`src/rtl/remap_pkg.sv`:
```
// Package: shared selector encoding for the remap window decoder.
// Assumes a single remap window with two bound registers.
package remap_pkg;
    typedef enum logic {
        SEL_BASE  = 1'b0,
        SEL_LIMIT = 1'b1
    } bound_sel_e;
    localparam int NUM_BOUNDS = 2;
endpackage

```
`src/rtl/remap_bound_reg.sv`:
```
// Module: one bound register. It keeps the low FIELD_W bits of a REG_W-bit
// write word and clears the rest, so the reserved bits read back as zero.
// Assumes FIELD_W < REG_W and a synchronous active-low reset.
module remap_bound_reg #(
    parameter int REG_W   = 16,
    parameter int FIELD_W = 10
) (
    input  logic               clk,
    input  logic               rst_n,
    input  logic               wr_en,
    input  logic [REG_W-1:0]   wr_data,
    output logic [FIELD_W-1:0] field_q,
    output logic [REG_W-1:0]   rd_word
);
    localparam logic [REG_W-1:0] KEEP_MASK = {{(REG_W-FIELD_W){1'b0}}, {FIELD_W{1'b1}}};

    logic [REG_W-1:0] word_q;

    // Store the masked write word; clear on reset.
    always_ff @(posedge clk) begin
        if (!rst_n)
            word_q <= '0;
        else if (wr_en)
            word_q <= wr_data & KEEP_MASK;
    end

    // Expose the stored field and the full readback word.
    always_comb begin
        field_q = word_q[FIELD_W-1:0];
        rd_word = word_q;
    end


    field_load_chk: assert property (@(posedge clk) disable iff (!rst_n)
        wr_en |=> field_q == $past(wr_data[FIELD_W-1:0]));

    reserved_zero_chk: assert property (@(posedge clk) disable iff (!rst_n)
        rd_word[REG_W-1:FIELD_W] == '0);

    hold_idle_chk: assert property (@(posedge clk) disable iff (!rst_n)
        !wr_en |=> $stable(field_q));
endmodule

```
`src/rtl/remap_regfile.sv`:
```
// Module: the lower- and upper-bound registers with their write decode and
// read mux. Assumes a one-bit selector encoded as in remap_pkg.
module remap_regfile
    import remap_pkg::*;
#(
    parameter int REG_W   = 16,
    parameter int FIELD_W = 10
) (
    input  logic               clk,
    input  logic               rst_n,
    input  logic               wr_en,
    input  logic               wr_sel,
    input  logic [REG_W-1:0]   wr_data,
    input  logic               rd_sel,
    output logic [REG_W-1:0]   rd_data,
    output logic [FIELD_W-1:0] base_f,
    output logic [FIELD_W-1:0] limit_f
);
    logic [NUM_BOUNDS-1:0]   wr_hit;
    logic [FIELD_W-1:0]      field_arr [NUM_BOUNDS];
    logic [REG_W-1:0]        word_arr  [NUM_BOUNDS];

    for (genvar g = 0; g < NUM_BOUNDS; g++) begin : g_bound
        // Route the write strobe to the selected register only.
        always_comb wr_hit[g] = wr_en && (wr_sel == 1'(g));

        remap_bound_reg #(.REG_W(REG_W), .FIELD_W(FIELD_W)) i_reg (
            .clk     (clk),
            .rst_n   (rst_n),
            .wr_en   (wr_hit[g]),
            .wr_data (wr_data),
            .field_q (field_arr[g]),
            .rd_word (word_arr[g])
        );
    end

    // Pick the readback word and name the two fields.
    always_comb begin
        rd_data = (rd_sel == SEL_LIMIT) ? word_arr[SEL_LIMIT] : word_arr[SEL_BASE];
        base_f  = field_arr[SEL_BASE];
        limit_f = field_arr[SEL_LIMIT];
    end


    one_target_chk: assert property (@(posedge clk) disable iff (!rst_n)
        $onehot0(wr_hit));
endmodule

```
`src/rtl/remap_range_cmp.sv`:
```
// Module: combinational window compare. It widens the lower bound with zeros
// and the upper bound with ones below the grain, then tests the address
// inclusively against both. Assumes ADDR_W > GRAIN_W.
module remap_range_cmp #(
    parameter int ADDR_W  = 36,
    parameter int GRAIN_W = 26
) (
    input  logic [ADDR_W-1:0]         addr,
    input  logic [ADDR_W-GRAIN_W-1:0] base_f,
    input  logic [ADDR_W-GRAIN_W-1:0] limit_f,
    output logic                      win_en,
    output logic                      in_win,
    output logic [ADDR_W-1:0]         rel_off
);
    logic [ADDR_W-1:0] lo_edge;
    logic [ADDR_W-1:0] hi_edge;

    // Widen the bounds, enable the window, and compare.
    always_comb begin
        lo_edge = {base_f,  {GRAIN_W{1'b0}}};
        hi_edge = {limit_f, {GRAIN_W{1'b1}}};
        win_en  = (limit_f >= base_f);
        in_win  = win_en && (addr >= lo_edge) && (addr <= hi_edge);
        rel_off = addr - lo_edge;
    end
endmodule

```
`src/rtl/remap_window_dec.sv`:
```
// Module: top of the remap window decoder. It holds the bound registers,
// compares each qualified address, and registers the hit flag and offset.
// Assumes a synchronous active-low reset; the result lags addr by one clock.
module remap_window_dec #(
    parameter int ADDR_W  = 36,
    parameter int GRAIN_W = 26,
    parameter int REG_W   = 16
) (
    input  logic              clk,
    input  logic              rst_n,
    input  logic              wr_en,
    input  logic              wr_sel,
    input  logic [REG_W-1:0]  wr_data,
    input  logic              rd_sel,
    output logic [REG_W-1:0]  rd_data,
    input  logic              addr_vld,
    input  logic [ADDR_W-1:0] addr,
    output logic              hit,
    output logic [ADDR_W-1:0] offset
);
    localparam int FIELD_W = ADDR_W - GRAIN_W;

    logic [FIELD_W-1:0] base_f;
    logic [FIELD_W-1:0] limit_f;
    logic               win_en;
    logic               in_win;
    logic [ADDR_W-1:0]  rel_off;
    logic               hit_q;
    logic [ADDR_W-1:0]  off_q;

    remap_regfile #(.REG_W(REG_W), .FIELD_W(FIELD_W)) i_regs (
        .clk     (clk),
        .rst_n   (rst_n),
        .wr_en   (wr_en),
        .wr_sel  (wr_sel),
        .wr_data (wr_data),
        .rd_sel  (rd_sel),
        .rd_data (rd_data),
        .base_f  (base_f),
        .limit_f (limit_f)
    );

    remap_range_cmp #(.ADDR_W(ADDR_W), .GRAIN_W(GRAIN_W)) i_cmp (
        .addr    (addr),
        .base_f  (base_f),
        .limit_f (limit_f),
        .win_en  (win_en),
        .in_win  (in_win),
        .rel_off (rel_off)
    );

    // Register the qualified hit and the offset, zeroing the offset on a miss.
    always_ff @(posedge clk) begin
        if (!rst_n) begin
            hit_q <= 1'b0;
            off_q <= '0;
        end else begin
            hit_q <= addr_vld && in_win;
            off_q <= (addr_vld && in_win) ? rel_off : '0;
        end
    end

    // Drive the outputs from the result registers.
    always_comb begin
        hit    = hit_q;
        offset = off_q;
    end


    disabled_no_hit_chk: assert property (@(posedge clk) disable iff (!rst_n)
        hit |-> $past(limit_f >= base_f));

    upper_edge_chk: assert property (@(posedge clk) disable iff (!rst_n)
        hit |-> $past(addr[ADDR_W-1:GRAIN_W] <= limit_f));

    lower_edge_chk: assert property (@(posedge clk) disable iff (!rst_n)
        hit |-> $past(addr[ADDR_W-1:GRAIN_W] >= base_f));

    idle_no_hit_chk: assert property (@(posedge clk) disable iff (!rst_n)
        !addr_vld |=> !hit);

    miss_zero_off_chk: assert property (@(posedge clk) disable iff (!rst_n)
        !hit |-> offset == '0);

    off_in_block_chk: assert property (@(posedge clk) disable iff (!rst_n)
        hit |-> offset[GRAIN_W-1:0] == $past(addr[GRAIN_W-1:0]));
endmodule

```
`config.mk`:
```
export PLATFORM = sky130hd
export DESIGN_NAME = remap_window_dec
export DESIGN_NICKNAME = d
export VERILOG_FILES = /design/src/rtl/remap_pkg.sv /design/src/rtl/remap_bound_reg.sv /design/src/rtl/remap_regfile.sv /design/src/rtl/remap_range_cmp.sv /design/src/rtl/remap_window_dec.sv
export SDC_FILE = /design/constraint.sdc
export NUM_CORES = 1
export LEC_CHECK = 0
export ABC_CLOCK_PERIOD_IN_PS = 3200
export BUFFER_PORTS_ARGS = -buffer_cell sky130_fd_sc_hd__clkbuf_2
export CAP_MARGIN = 20
export CELL_PAD_IN_SITES_DETAIL_PLACEMENT = 1
export CELL_PAD_IN_SITES_GLOBAL_PLACEMENT = 1
export CORE_MARGIN = 4
export CORE_UTILIZATION = 36
export CTS_BUF_LIST = sky130_fd_sc_hd__clkbuf_8 sky130_fd_sc_hd__clkbuf_16
export DETAILED_ROUTE_END_ITERATION = 10
export PLACE_DENSITY = 0.9
export SYNTH_ARGS = -nofsm -noshare
export SYNTH_HDL_FRONTEND = slang
export SYNTH_SLANG_ARGS = --single-unit
```
`constraint.sdc`:
```
create_clock -name clk -period 3.2 [get_ports clk]
set_clock_uncertainty 0.15 [all_clocks]
set_input_delay 0 -clock clk [delete_from_list [all_inputs] [get_ports clk]]
set_output_delay 0 -clock clk [all_outputs]
set_load 0.01 [all_outputs]
```
=== After elaboration in Yosys (flattened, before gate mapping) ===
Cells that the tools add are included.

* Output and inout bits: 53
* Logic and storage cells: 16
* Input bits: 58
* Flip-flop bits (word level): 57

* $add $sub $neg: 1
* Reduce and logical (&&, ||, !) cells: 6
* Bitwise gates (word level): 1
* Mux-type cells: 1
* Magnitude comparators: 3

{| class="wikitable"
|+ Operators by type and width
! operator !! number
|-
| $ge A36 B36 Y1 || 1
|-
| $le A36 B36 Y1 || 1
|-
| $sub A36 B36 Y36 || 1
|-
| $ge A10 B10 Y1 || 1
|-
| $mux W10 || 1
|-
| $logic_and A1 B1 Y1 || 5
|-
| $reduce_and A2 Y1 || 1
|-
| $not A1 Y1 || 1
|}

=== Depth between registers and ports, before layout ===
Gate-level depths: netlist of run 1.

* Word-level depth: 5
* Mapped depth: 11
* Gate-level depth less buffers: 10

=== Modules after synthesis ===
From an unflattened synthesis of run 1, not the netlist that was laid out.

* Cells, all modules: 367
* Area, all modules: 3613.5 µm²

{| class="wikitable"
|+ By module, submodules not included
! module !! area each (µm²) !! cells an instance !! sequential area each (µm²) !! times used
|-
| remap_range_cmp || 1223.7 || 168 || 0.0 || 1
|-
| remap_window_dec || 1132.3 || 83 || 740.7 || 1
|-
| remap_bound_reg || 498.0 || 48 || 200.2 || 2
|-
| remap_regfile || 261.5 || 20 || 0.0 || 1
|}

=== Worst setup path after synthesis of run 1 ===
No wires, ideal clock.

* Path kind: register -> register
* Start point: register i_regs.g_bound[0].i_reg.word_q[0]
* End point: register off_q[23], in the netlist offset[23]
* Path slack: 0.549 ns
* Stages on the path, launching flop included: 11
* Required time: 2.934 ns
* Clock period less this slack: 2.651 ns
* Path buffers: 1
* Data arrival time: 2.385 ns
* Library setup time: 0.116 ns
* Cells stage by stage: dfxtp_1 ha_1 inv_1 fa_1 a211oi_1 o21bai_1 a21oi_1 a21oi_1 o311a_4 buf_6 and2_2

* Cells in the longest elaborated chain, start to end: 5
* Elaborated cells between the ends (all ways): 6
* Classes of those cells: order compare (2); reduce/logical (4)

{| class="wikitable"
|+ Ends and longest elaborated chain
! what !! line !! source
|-
| from (decl) || remap_bound_reg.sv:17 || <nowiki>logic [REG_W-1:0] word_q;</nowiki>
|-
| from (signal assigned) || remap_bound_reg.sv:24 || <nowiki>word_q <= wr_data & KEEP_MASK;</nowiki>
|-
| $ge A36 B36 Y1 / $ge A10 B10 Y1 (equally long branches) || remap_range_cmp.sv:23, remap_range_cmp.sv:22 ||
|-
| $logic_and A1 B1 Y1 * (2 in series) || remap_range_cmp.sv:23 || <nowiki>in_win = win_en && (addr >= lo_edge) && (addr <= hi_edge);</nowiki>
|-
| $logic_and A1 B1 Y1 * || remap_window_dec.sv:59 || <nowiki>off_q <= (addr_vld && in_win) ? rel_off : '0;</nowiki>
|-
| $reduce_and A2 Y1 (no line) * || n/a ||
|-
| to (signal assigned) || remap_window_dec.sv:59 ||
|-
| to (decl) || remap_window_dec.sv:29 || <nowiki>logic [ADDR_W-1:0] off_q;</nowiki>
|}

Every way passes the cells marked *; elsewhere a longest branch is shown, timed or not.
A chain may end at the register's enable or synchronous reset.

=== Final worst setup path of run 1 ===
* Start point: register i_regs.g_bound[0].i_reg.word_q[0]
* End point: register off_q[12], in the netlist offset[12]

Same word-level chain as after synthesis.

==> flow_metrics.tcl, run 1 <==
set metrics [dict create \
    use_met2_pct 40.8 \
    path_max_fanout 37 \
    finalSetupTns_ns 0 \
    grt_pass1_vias 3284 \
    synth_top_area_share_pct 38.8 \
    drtAntennaViolNets 0 \
    async_flop_share_pct 0 \
    r2r_cells 9 \
    cts_buffers 9 \
    seq_area_um2 1140 \
    cellPowerDensity_nw_per_um2 437 \
    met3_usage_pct 5.21 \
    status "completed" \
    final_hold_viol_count 0 \
    drt_iter0_drc 77 \
    syn_inst 334 \
    fin_nets 568 \
    synth_edf_count 0 \
    top_usage_layer "met2" \
    grt_max_degree 38 \
    grt_pass1_wl_um 16400 \
    fp-row-count 32 \
    gp_congestion 0.903 \
    drv_cap 0 \
    dp_cells 523 \
    postCtsResizedCells 0 \
    dr.pass1.iters 5 \
    ys_types 42 \
    track_usage_pct 21.2 \
    synth.area.top_cells "dfxtp_1 39%, ha_1 13%, nand2_1 6.8%, and2_1 6.0%, a21boi_0 5.1%" \
    multi_input_area_um2 1630 \
    final_util_pct 53.0 \
    synth_warnings 0 \
    insertion_delay_ns 0.34 \
    area_growth_pct 41.6 \
    ir_drop_v 0.000342 \
    io_pins 111 \
    portBuffers 98 \
    cts_root_buffer "clkbuf_8" \
    cts_tree "done" \
    fill_cells 935 \
    synth_top_area_cell "dfxtp_1" \
    synth-seq-cells 57 \
    critical_path_class "reg2reg" \
    fmax_mhz 336 \
    hold_depth 4 \
    die_h_um 98.4 \
    antenna_found_initial 0 \
    max_slew.worst_pin.slew_ns 0.751 \
    yosys-top-cells-count "57 x dfxtp_1, 53 x nand2_1, 30 x ha_1, 28 x and2_1, 22 x inv_1" \
    drt-total-wl_um 9850 \
    endpoint_kind "register" \
    stdcell_count 586 \
    synth.most_common_cell "dfxtp_1" \
    die_w_um 98.4 \
    ys_seq_area_share_pct 38.8 \
    vias_per_cell 4.94 \
    synthesis.area_um2 2940 \
    slew_viol_final 0 \
    use_met1_pct 22.7 \
    htree_num_levels 3 \
    setup_viol_count_final 0 \
    finalInstanceArea_um2 4160 \
    critPathLaunchType "register" \
    clkSinkCount 57 \
    core_um2 7850 \
    slew_headroom_pct 49.9 \
    overflow 0 \
    crit_chain "ha_1, inv_1, fa_1, a211oi_1, o21bai_1, a21oi_1, a21oi_1, o311a_4, and2_1" \
    clockBufferDepth 2 \
    start_util_pct 37.5 \
    slowest_delay_ns 0.51 \
    crit_path_top_delay_cell "o311a_4" \
    routedWlPerCell_um 16.8 \
    dieArea_um2 9670 \
    hold_path.class "in2reg" \
    clkTransAtPathRegs_ns 0.07 \
    drive_gt1_share_pct 25.0 \
    dpl-instance-area_um2 3470 \
    rsz0062_at_grt "false" \
    vias 2897 \
    fin_crit_ns 2.98 \
    critical_path_arrival_ns 3.05 \
    route.detailed.drc 0 \
    crit_required_ns 3.27 \
    ys_dominant_reg_cell "dfxtp_1" \
    leakage_nw 1.88 \
    syn_area_per_cell_um2 8.80 \
    post-route-period-util_pct 93.0 \
    place_hpwl_um 6680 \
    diodes 0 \
    path_common_cell "a21oi_1" \
]
## critical path: cells and delay by family, from the launching register on
| kind | cells | cell delay, ns |
|---|---|---|
| and+or+nand+nor | 1 | 0.25 |
| buffers and inverters | 1 | 0.06 |
| DFF | 1 | 0.39 |
| adders and majority gates | 2 | 0.62 |
| AOI/OAI and AO/OA | 5 | 1.40 |
## routing by layer
metal	part of all wire, %	wire length [um]	vias up
li1	-	-	1437
met1	40	3930	1357
met2	53	5250	90
met3	5.5	537	13
met4	1.4	136	0
met5	0	0	-
## state kept, by name (all words and copies together), names as in the netlist
signal,flops
offset,36
hit,1
i_regs.g_bound.i_reg.rd_word,20
## cell type report
cell class                      count  share of cell area [%]
Multi-Input combinational cell    244                    39.1
Sequential cell                    57                    27.4
Timing Repair Buffer              145                    23.1
Clock buffer                       10                    3.31
Tap cell                          102                    3.07
Clock inverter                      6                    1.98
Inverter                           22                    1.98
## timing repair
action,in CTS,in global routing
hold buffers,47,0
setup buffers,0,0
endpoints found under the hold margin,48,0
## final timing paths
path,from,end,slack (ns)
min,wr_sel,i_regs.g_bound[0].i_reg.rd_word[3],0.003
max reg2reg,i_regs.g_bound[0].i_reg.rd_word[0],offset[12],0.22
min reg2reg,i_regs.g_bound[0].i_reg.rd_word[3],i_regs.g_bound[0].i_reg.rd_word[3],0.31
max,i_regs.g_bound[0].i_reg.rd_word[0],offset[12],0.22
## power breakdown
part	total [mW]	switching, mW	internal, mW
registers	0.743	0.0128	0.731
logic	0.318	0.167	0.151
clock network	0.756	0.301	0.455
total	1.82	0.481	1.34
## through the flow
| step | hold WS, ns | worst slack (ns) | total power [mW] |
|---|---|---|---|
| 2_1_floorplan | -0.0283 | 0.549 | 0.924 |
| 3_3_place_gp | 0.0895 | 0.343 | 1.01 |
| 3_5_place_dp | 0.0945 | 0.251 | 1.03 |
| 4_1_cts | 0.00317 | 0.232 | 1.83 |
| 5_1_grt | 0.0491 | 0.0209 | 1.91 |
| 6_report | 0.00323 | 0.223 | 1.82 |
## layout by cell type (no fill, tap or decap), types with 2 or more instances in the layout
cell type	synthesis	final
a211oi_1	3	3
conb_1	1	6
a211o_1	2	2
bufinv_16	0	2
nor3_1	3	3
or3_1	2	2
clkinv_2	0	2
nand2b_1	4	4
xnor2_1	3	3
dfxtp_1	57	57
xor2_1	2	2
nand3_1	2	2
o21bai_1	3	3
clkbuf_2	0	98
nor4_1	6	6
inv_1	22	23
and2_2	5	5
nor2_1	4	4
a21o_1	5	5
nand4_1	13	13
o21ai_0	19	19
a21boi_0	20	20
dlygate4sd3_1	0	47
clkbuf_8	0	10
nand2_1	53	53
and2_1	28	28
nor2b_1	4	4
ha_1	30	30
a21oi_1	12	12
## cell families after synthesis
| kind of cell | Yosys count | synth area share, % |
|---|---|---|
| mux | 1 | 0.383 |
| flops | 57 | 38.8 |
| other cells | 1 | 0.128 |
| simple gates | 133 | 24.0 |
| buf+inv | 38 | 6.39 |
| xor+xnor | 5 | 1.49 |
| compound gates | 68 | 15.3 |
| fa+ha+maj | 31 | 13.5 |
Power figures use the tool's default switching activity.
==> inputs of run 2 (changes only) <==
--- a/config.mk
+++ b/config.mk
@@ -5,16 +5,16 @@
 export SDC_FILE = /design/constraint.sdc
 export NUM_CORES = 1
 export LEC_CHECK = 0
-export ABC_CLOCK_PERIOD_IN_PS = 3200
+export ABC_CLOCK_PERIOD_IN_PS = 2700
 export BUFFER_PORTS_ARGS = -buffer_cell sky130_fd_sc_hd__clkbuf_2
 export CAP_MARGIN = 20
 export CELL_PAD_IN_SITES_DETAIL_PLACEMENT = 1
 export CELL_PAD_IN_SITES_GLOBAL_PLACEMENT = 1
 export CORE_MARGIN = 4
-export CORE_UTILIZATION = 36
+export CORE_UTILIZATION = 32
 export CTS_BUF_LIST = sky130_fd_sc_hd__clkbuf_8 sky130_fd_sc_hd__clkbuf_16
 export DETAILED_ROUTE_END_ITERATION = 10
-export PLACE_DENSITY = 0.9
+export PLACE_DENSITY = 0.85
 export SYNTH_ARGS = -nofsm -noshare
 export SYNTH_HDL_FRONTEND = slang
 export SYNTH_SLANG_ARGS = --single-unit
==> constraint.sdc (replaced) <==
create_clock -name clk -period 2.7 [get_ports clk]
set_clock_uncertainty 0.15 [all_clocks]
set_input_delay 0 -clock clk [delete_from_list [all_inputs] [get_ports clk]]
set_output_delay 0 -clock clk [all_outputs]
set_load 0.01 [all_outputs]
==> flow_metrics.tcl, run 2 (synthesis gave the netlist of run 1 again) <==
set metrics [dict create \
    clockBufferDepth 2 \
    drive_gt1_share_pct 27.5 \
    ir_drop_v 0.000275 \
    critical_path_arrival_ns 2.73 \
    cts_tree "done" \
    pwr-share-seq_pct 43.4 \
    area_growth_pct 45.4 \
    fmax_mhz 385 \
    leakage_nw 1.92 \
    vias_per_cell 4.91 \
    layout_common_cells "98 x clkbuf_2, 57 x dfxtp_1, 53 x nand2_1" \
    post-route-period-util_pct 96.2 \
    grt_pass1_wl_um 16200 \
    slew_viol_final 0 \
    p_sw_mw 0.608 \
    status "completed" \
    gp_congestion 0.818 \
    drt-total-wl_um 9810 \
    grt_max_degree 22 \
    largest_reg_flops 36 \
    highest_layer "met4" \
    die_w_um 104 \
    dieArea_um2 10800 \
    crit_required_ns 2.84 \
    vias 2954 \
    worst-path-buf-inv 1 \
    path_max_fanout 18 \
    met3WireLength_um 557 \
    pwr-share-comb_pct 20.1 \
    final_common_cell "clkbuf_2" \
    overflow 0 \
    insertion_delay_ns 0.34 \
    swShare_pct 30.0 \
    dp_cells 534 \
    htree_num_levels 3 \
    stdcell_count 602 \
    place_hpwl_um 6740 \
    slowest_delay_ns 0.55 \
    finalInstanceArea_um2 4270 \
    final_hold_viol_count 0 \
    critPathLaunchType "register" \
    crit_chain "inv_1, ha_1, or4b_1, or4_4, a21oi_4, o311a_4, and2_1" \
    critical_path_class "reg2reg" \
    dpl-instance-area_um2 3520 \
    crit_path_top_delay_cell "or4_4" \
    start_util_pct 33.2 \
    fin_nets 578 \
    hold_path.class "in2reg" \
    drtAntennaViolNets 0 \
    cts_buffers 9 \
    cellPowerDensity_nw_per_um2 474 \
    p_clk_share_pct 36.5 \
    antenna_found_initial 0 \
    dr.pass1.iters 4 \
    fp-row-count 34 \
    portBuffers 98 \
    grt_pass1_vias 3281 \
    met1_length_um 4180 \
    power_mw 2.03 \
    endpoint_kind "register" \
    internal_power_mw 1.42 \
    slew_headroom_pct 65.8 \
    setup_viol_count_final 0 \
    fill_cells 1048 \
    max_slew.worst_pin.slew_ns 0.512 \
    core_um2 8850 \
    route.detailed.drc 0 \
    clkTransAtPathRegs_ns 0.07 \
    io_pins 111 \
    fin_crit_ns 2.60 \
    cts_root_buffer "clkbuf_8" \
    drt_iter0_drc 79 \
    routedWlPerCell_um 16.3 \
    track_usage_pct 18.5 \
    diodes 0 \
    clkSinkCount 57 \
    drv_cap 0 \
    die_h_um 104 \
    cpLargestDelayFamily "simple AND/OR/NAND/NOR gates" \
    route.met2.wl_um 4890 \
]
-- run 2: cell count changes in the layout (fill, tap and decap cells not counted), sizes merged --
cell | before | now
buf | 0 | 5
bufinv | 2 | 0
o311a | 2 | 5
dlygate4sd3 | 47 | 49
clkinvlp | 0 | 2
-- run 2: power by group through the flow --
stage | sequential, mW | combinational (mW) | clock, mW
2_1_floorplan | 0.902 | 0.194 | 0
3_3_place_gp | 0.898 | 0.310 | 0
3_5_place_dp | 0.899 | 0.325 | 0
4_1_cts | 0.879 | 0.393 | 0.759
5_1_grt | 0.882 | 0.451 | 0.792
6_report | 0.879 | 0.406 | 0.740
-- run 2: area by class of cell --
class | count | area [um^2] | share of cell area, %
clock buffers | 10 | 138 | 3.22
clock inverters | 6 | 42.5 | 0.996
inverters | 22 | 82.6 | 1.93
multi-input cells | 247 | 1720 | 40.1
flip-flops and latches | 57 | 1140 | 26.7
well taps | 108 | 135 | 3.16
repair buffers | 152 | 1020 | 23.8
-- run 2: worst paths after layout --
kind,startpoint,endpoint,slack [ns],cells after the start
setup / recovery,i_regs.g_bound[0].i_reg.rd_word[5],offset[11],0.10,7
hold / removal,wr_en,i_regs.g_bound[0].i_reg.rd_word[7],0.02,4
setup reg to reg,i_regs.g_bound[0].i_reg.rd_word[5],offset[11],0.10,7
hold reg to reg,i_regs.g_bound[0].i_reg.rd_word[2],i_regs.g_bound[0].i_reg.rd_word[2],0.32,2
-- run 2: routing by layer --
metal	global-route usage, %	vias up
met4	6.36	0
li1	-	1459
met5	0	-
met2	32.3	96
met1	21.9	1386
met3	4.85	13
-- run 2: stage by stage --
stage / setup WS (ns) / TNS, ns / util, % / hold slack (ns)
2_1_floorplan: 0.0492 / 0 / - / -0.0283
3_3_place_gp: -0.0229 / -0.0368 / 39.7 / 0.0892
3_5_place_dp: -0.0380 / -0.0839 / 39.7 / 0.0933
4_1_cts: -0.00447 / -0.00447 / 47.7 / 0.0618
5_1_grt: -0.0260 / -0.143 / 48.3 / 0.0544
6_report: 0.104 / 0 / 48.3 / 0.0164
-- run 2: timing repair --
item,in CTS,in global routing
endpoints found under the setup margin,36,37
gates cloned,2,1
hold endpoints to repair,48,0
gates resized for setup,2,8
pin swaps,1,1
setup buffers,0,0
hold buffers,49,0
-- run 2: tightest hold or removal path: stages --
cell and delay [ns]:
clkbuf_2 0.10, nor2b_2 0.22, nand2_1 0.08, a21boi_0 0.06
==> inputs of run 3 (changes only) <==
--- a/config.mk
+++ b/config.mk
@@ -5,16 +5,16 @@
 export SDC_FILE = /design/constraint.sdc
 export NUM_CORES = 1
 export LEC_CHECK = 0
-export ABC_CLOCK_PERIOD_IN_PS = 2700
+export ABC_CLOCK_PERIOD_IN_PS = 3300
 export BUFFER_PORTS_ARGS = -buffer_cell sky130_fd_sc_hd__clkbuf_2
 export CAP_MARGIN = 20
-export CELL_PAD_IN_SITES_DETAIL_PLACEMENT = 1
+export CELL_PAD_IN_SITES_DETAIL_PLACEMENT = 0
 export CELL_PAD_IN_SITES_GLOBAL_PLACEMENT = 1
 export CORE_MARGIN = 4
-export CORE_UTILIZATION = 32
+export CORE_UTILIZATION = 38
 export CTS_BUF_LIST = sky130_fd_sc_hd__clkbuf_8 sky130_fd_sc_hd__clkbuf_16
 export DETAILED_ROUTE_END_ITERATION = 10
-export PLACE_DENSITY = 0.85
+export PLACE_DENSITY = 0.91
 export SYNTH_ARGS = -nofsm -noshare
 export SYNTH_HDL_FRONTEND = slang
 export SYNTH_SLANG_ARGS = --single-unit
==> constraint.sdc (replaced) <==
create_clock -name clk -period 3.3 [get_ports clk]
set_clock_uncertainty 0.15 [all_clocks]
set_input_delay 0 -clock clk [delete_from_list [all_inputs] [get_ports clk]]
set_output_delay 0 -clock clk [all_outputs]
set_load 0.01 [all_outputs]
==> flow_metrics.tcl, run 3 (synthesis gave the netlist of run 1 again) <==
set metrics [dict create \
    status "completed" \
    path_max_fanout 37 \
    rsz0062_at_grt "false" \
    worstReg2RegStart "i_regs.g_bound[0].i_reg.rd_word[0]" \
    leakage_nw 1.88 \
    clkSinkCount 57 \
    fin_nets 572 \
    seq_area_um2 1140 \
    drt-total-wl_um 8040 \
    htree_num_levels 3 \
    drv_cap 0 \
    antenna_found_initial 0 \
    hold_path.class "in2reg" \
    setup_viol_count_final 0 \
    diodes 0 \
    portBuffers 98 \
    area_growth_pct 41.2 \
    vias 2827 \
    vias_per_cell 4.82 \
    fill_cells 677 \
    endpoint_kind "register" \
    final_common_cell "clkbuf_2" \
    hold_depth 3 \
    cts_root_buffer "clkbuf_8" \
    start_util_pct 39.9 \
    grt_pass1_wl_um 12900 \
    stdcell_count 587 \
    gp_congestion 0.790 \
    place_hpwl_um 5850 \
    cellPowerDensity_nw_per_um2 384 \
    r2r_end "offset[2]" \
    final_hold_viol_count 0 \
    largest_reg_flops 36 \
    holdPathEnd "hit" \
    multi_input_area_um2 1630 \
    crit_required_ns 3.38 \
    fmax_mhz 346 \
    hold_path_startpoint "addr_vld" \
    route.met2.wl_um 3780 \
    slew_headroom_pct 53.8 \
    finalSetupTns_ns 0 \
    layout_common_cells "98 x clkbuf_2, 57 x dfxtp_1, 53 x nand2_1" \
    fin_crit_ns 2.89 \
    die_w_um 95.9 \
    overflow 0 \
    insertion_delay_ns 0.34 \
    postCtsSetupRepairBufs 0 \
    r2r_cells 9 \
    clockBufferDepth 2 \
    cts_tree "done" \
    critical_path_arrival_ns 2.97 \
    post-route-period-util_pct 87.6 \
    core_um2 7370 \
    clkTransAtPathRegs_ns 0.07 \
    fin_ws_ns 0.408 \
    drtAntennaViolNets 0 \
    met3WireLength_um 629 \
    route.detailed.drc 0 \
    cts_buffers 9 \
    critPathLaunchType "register" \
    dr.pass1.iters 5 \
    io_pins 111 \
    dpl-instance-area_um2 3470 \
    highest_layer "met4" \
    grt_max_degree 38 \
    fp-row-count 31 \
    drive_gt1_share_pct 24.8 \
    ir_drop_v 0.000227 \
    post-place-ws_ns 0.413 \
    die_h_um 95.9 \
    power_mw 1.59 \
    critical_path_class "reg2reg" \
    routedWlPerCell_um 13.7 \
    drt_iter0_drc 65 \
    finalInstanceArea_um2 4150 \
    dieArea_um2 9210 \
    track_usage_pct 18.4 \
    rrSetupSlack_ns 0.41 \
    grt_pass1_vias 2848 \
    final_util_pct 56.3 \
    met1_length_um 3430 \
    dp_cells 520 \
    slew_viol_final 0 \
    max_slew.worst_pin.slew_ns 0.692 \
    whs_ns 0.0593 \
]
[run 3: how the worst max path moves through the flow]
stage          slack, ns    endpoint  cells after the start                               start
2_1_floorplan       0.65  offset[23]                     10  i_regs.g_bound[0].i_reg.rd_word[0]
3_3_place_gp        0.45   offset[0]                      9  i_regs.g_bound[0].i_reg.rd_word[0]
3_5_place_dp        0.41  offset[23]                      9  i_regs.g_bound[0].i_reg.rd_word[0]
4_1_cts             0.40  offset[23]                      9  i_regs.g_bound[0].i_reg.rd_word[0]
5_1_grt             0.11  offset[29]                      9  i_regs.g_bound[0].i_reg.rd_word[0]
6_report            0.41   offset[2]                      9  i_regs.g_bound[0].i_reg.rd_word[0]
[run 3: layer usage]
metal	vias to the layer above	global-route usage, %
met5	-	0
met3	14	4.53
met4	0	8.77
met2	117	32.8
met1	1258	20.3
li1	1438	-
[run 3: report_power, final]
part,switching [mW],internal [mW]
Combinational,0.151,0.148
Sequential,0.0109,0.709
Clock,0.288,0.287
Total,0.450,1.14
[run 3: repair_timing]
action | in CTS | in global routing
hold endpoints to repair | 48 | 0
resized for setup | 0 | 0
hold buffers | 51 | 0
[run 3: area by class of cell]
class | count | area share [%]
Clock buffer | 10 | 3.32
Clock inverter | 6 | 0.844
Timing Repair Buffer | 149 | 24.1
Multi-Input combinational cell | 244 | 39.3
Tap cell | 99 | 2.98
Sequential cell | 57 | 27.5
Inverter | 22 | 1.99
[run 3: worst max-delay path, cell delays in order (launching register included)]
cell,delay [ns]
dfxtp_1,0.39
ha_1,0.19
inv_1,0.05
fa_1,0.42
a211oi_1,0.32
o21bai_1,0.13
a21oi_1,0.27
a21oi_1,0.13
o311a_4,0.50
and2_2,0.24
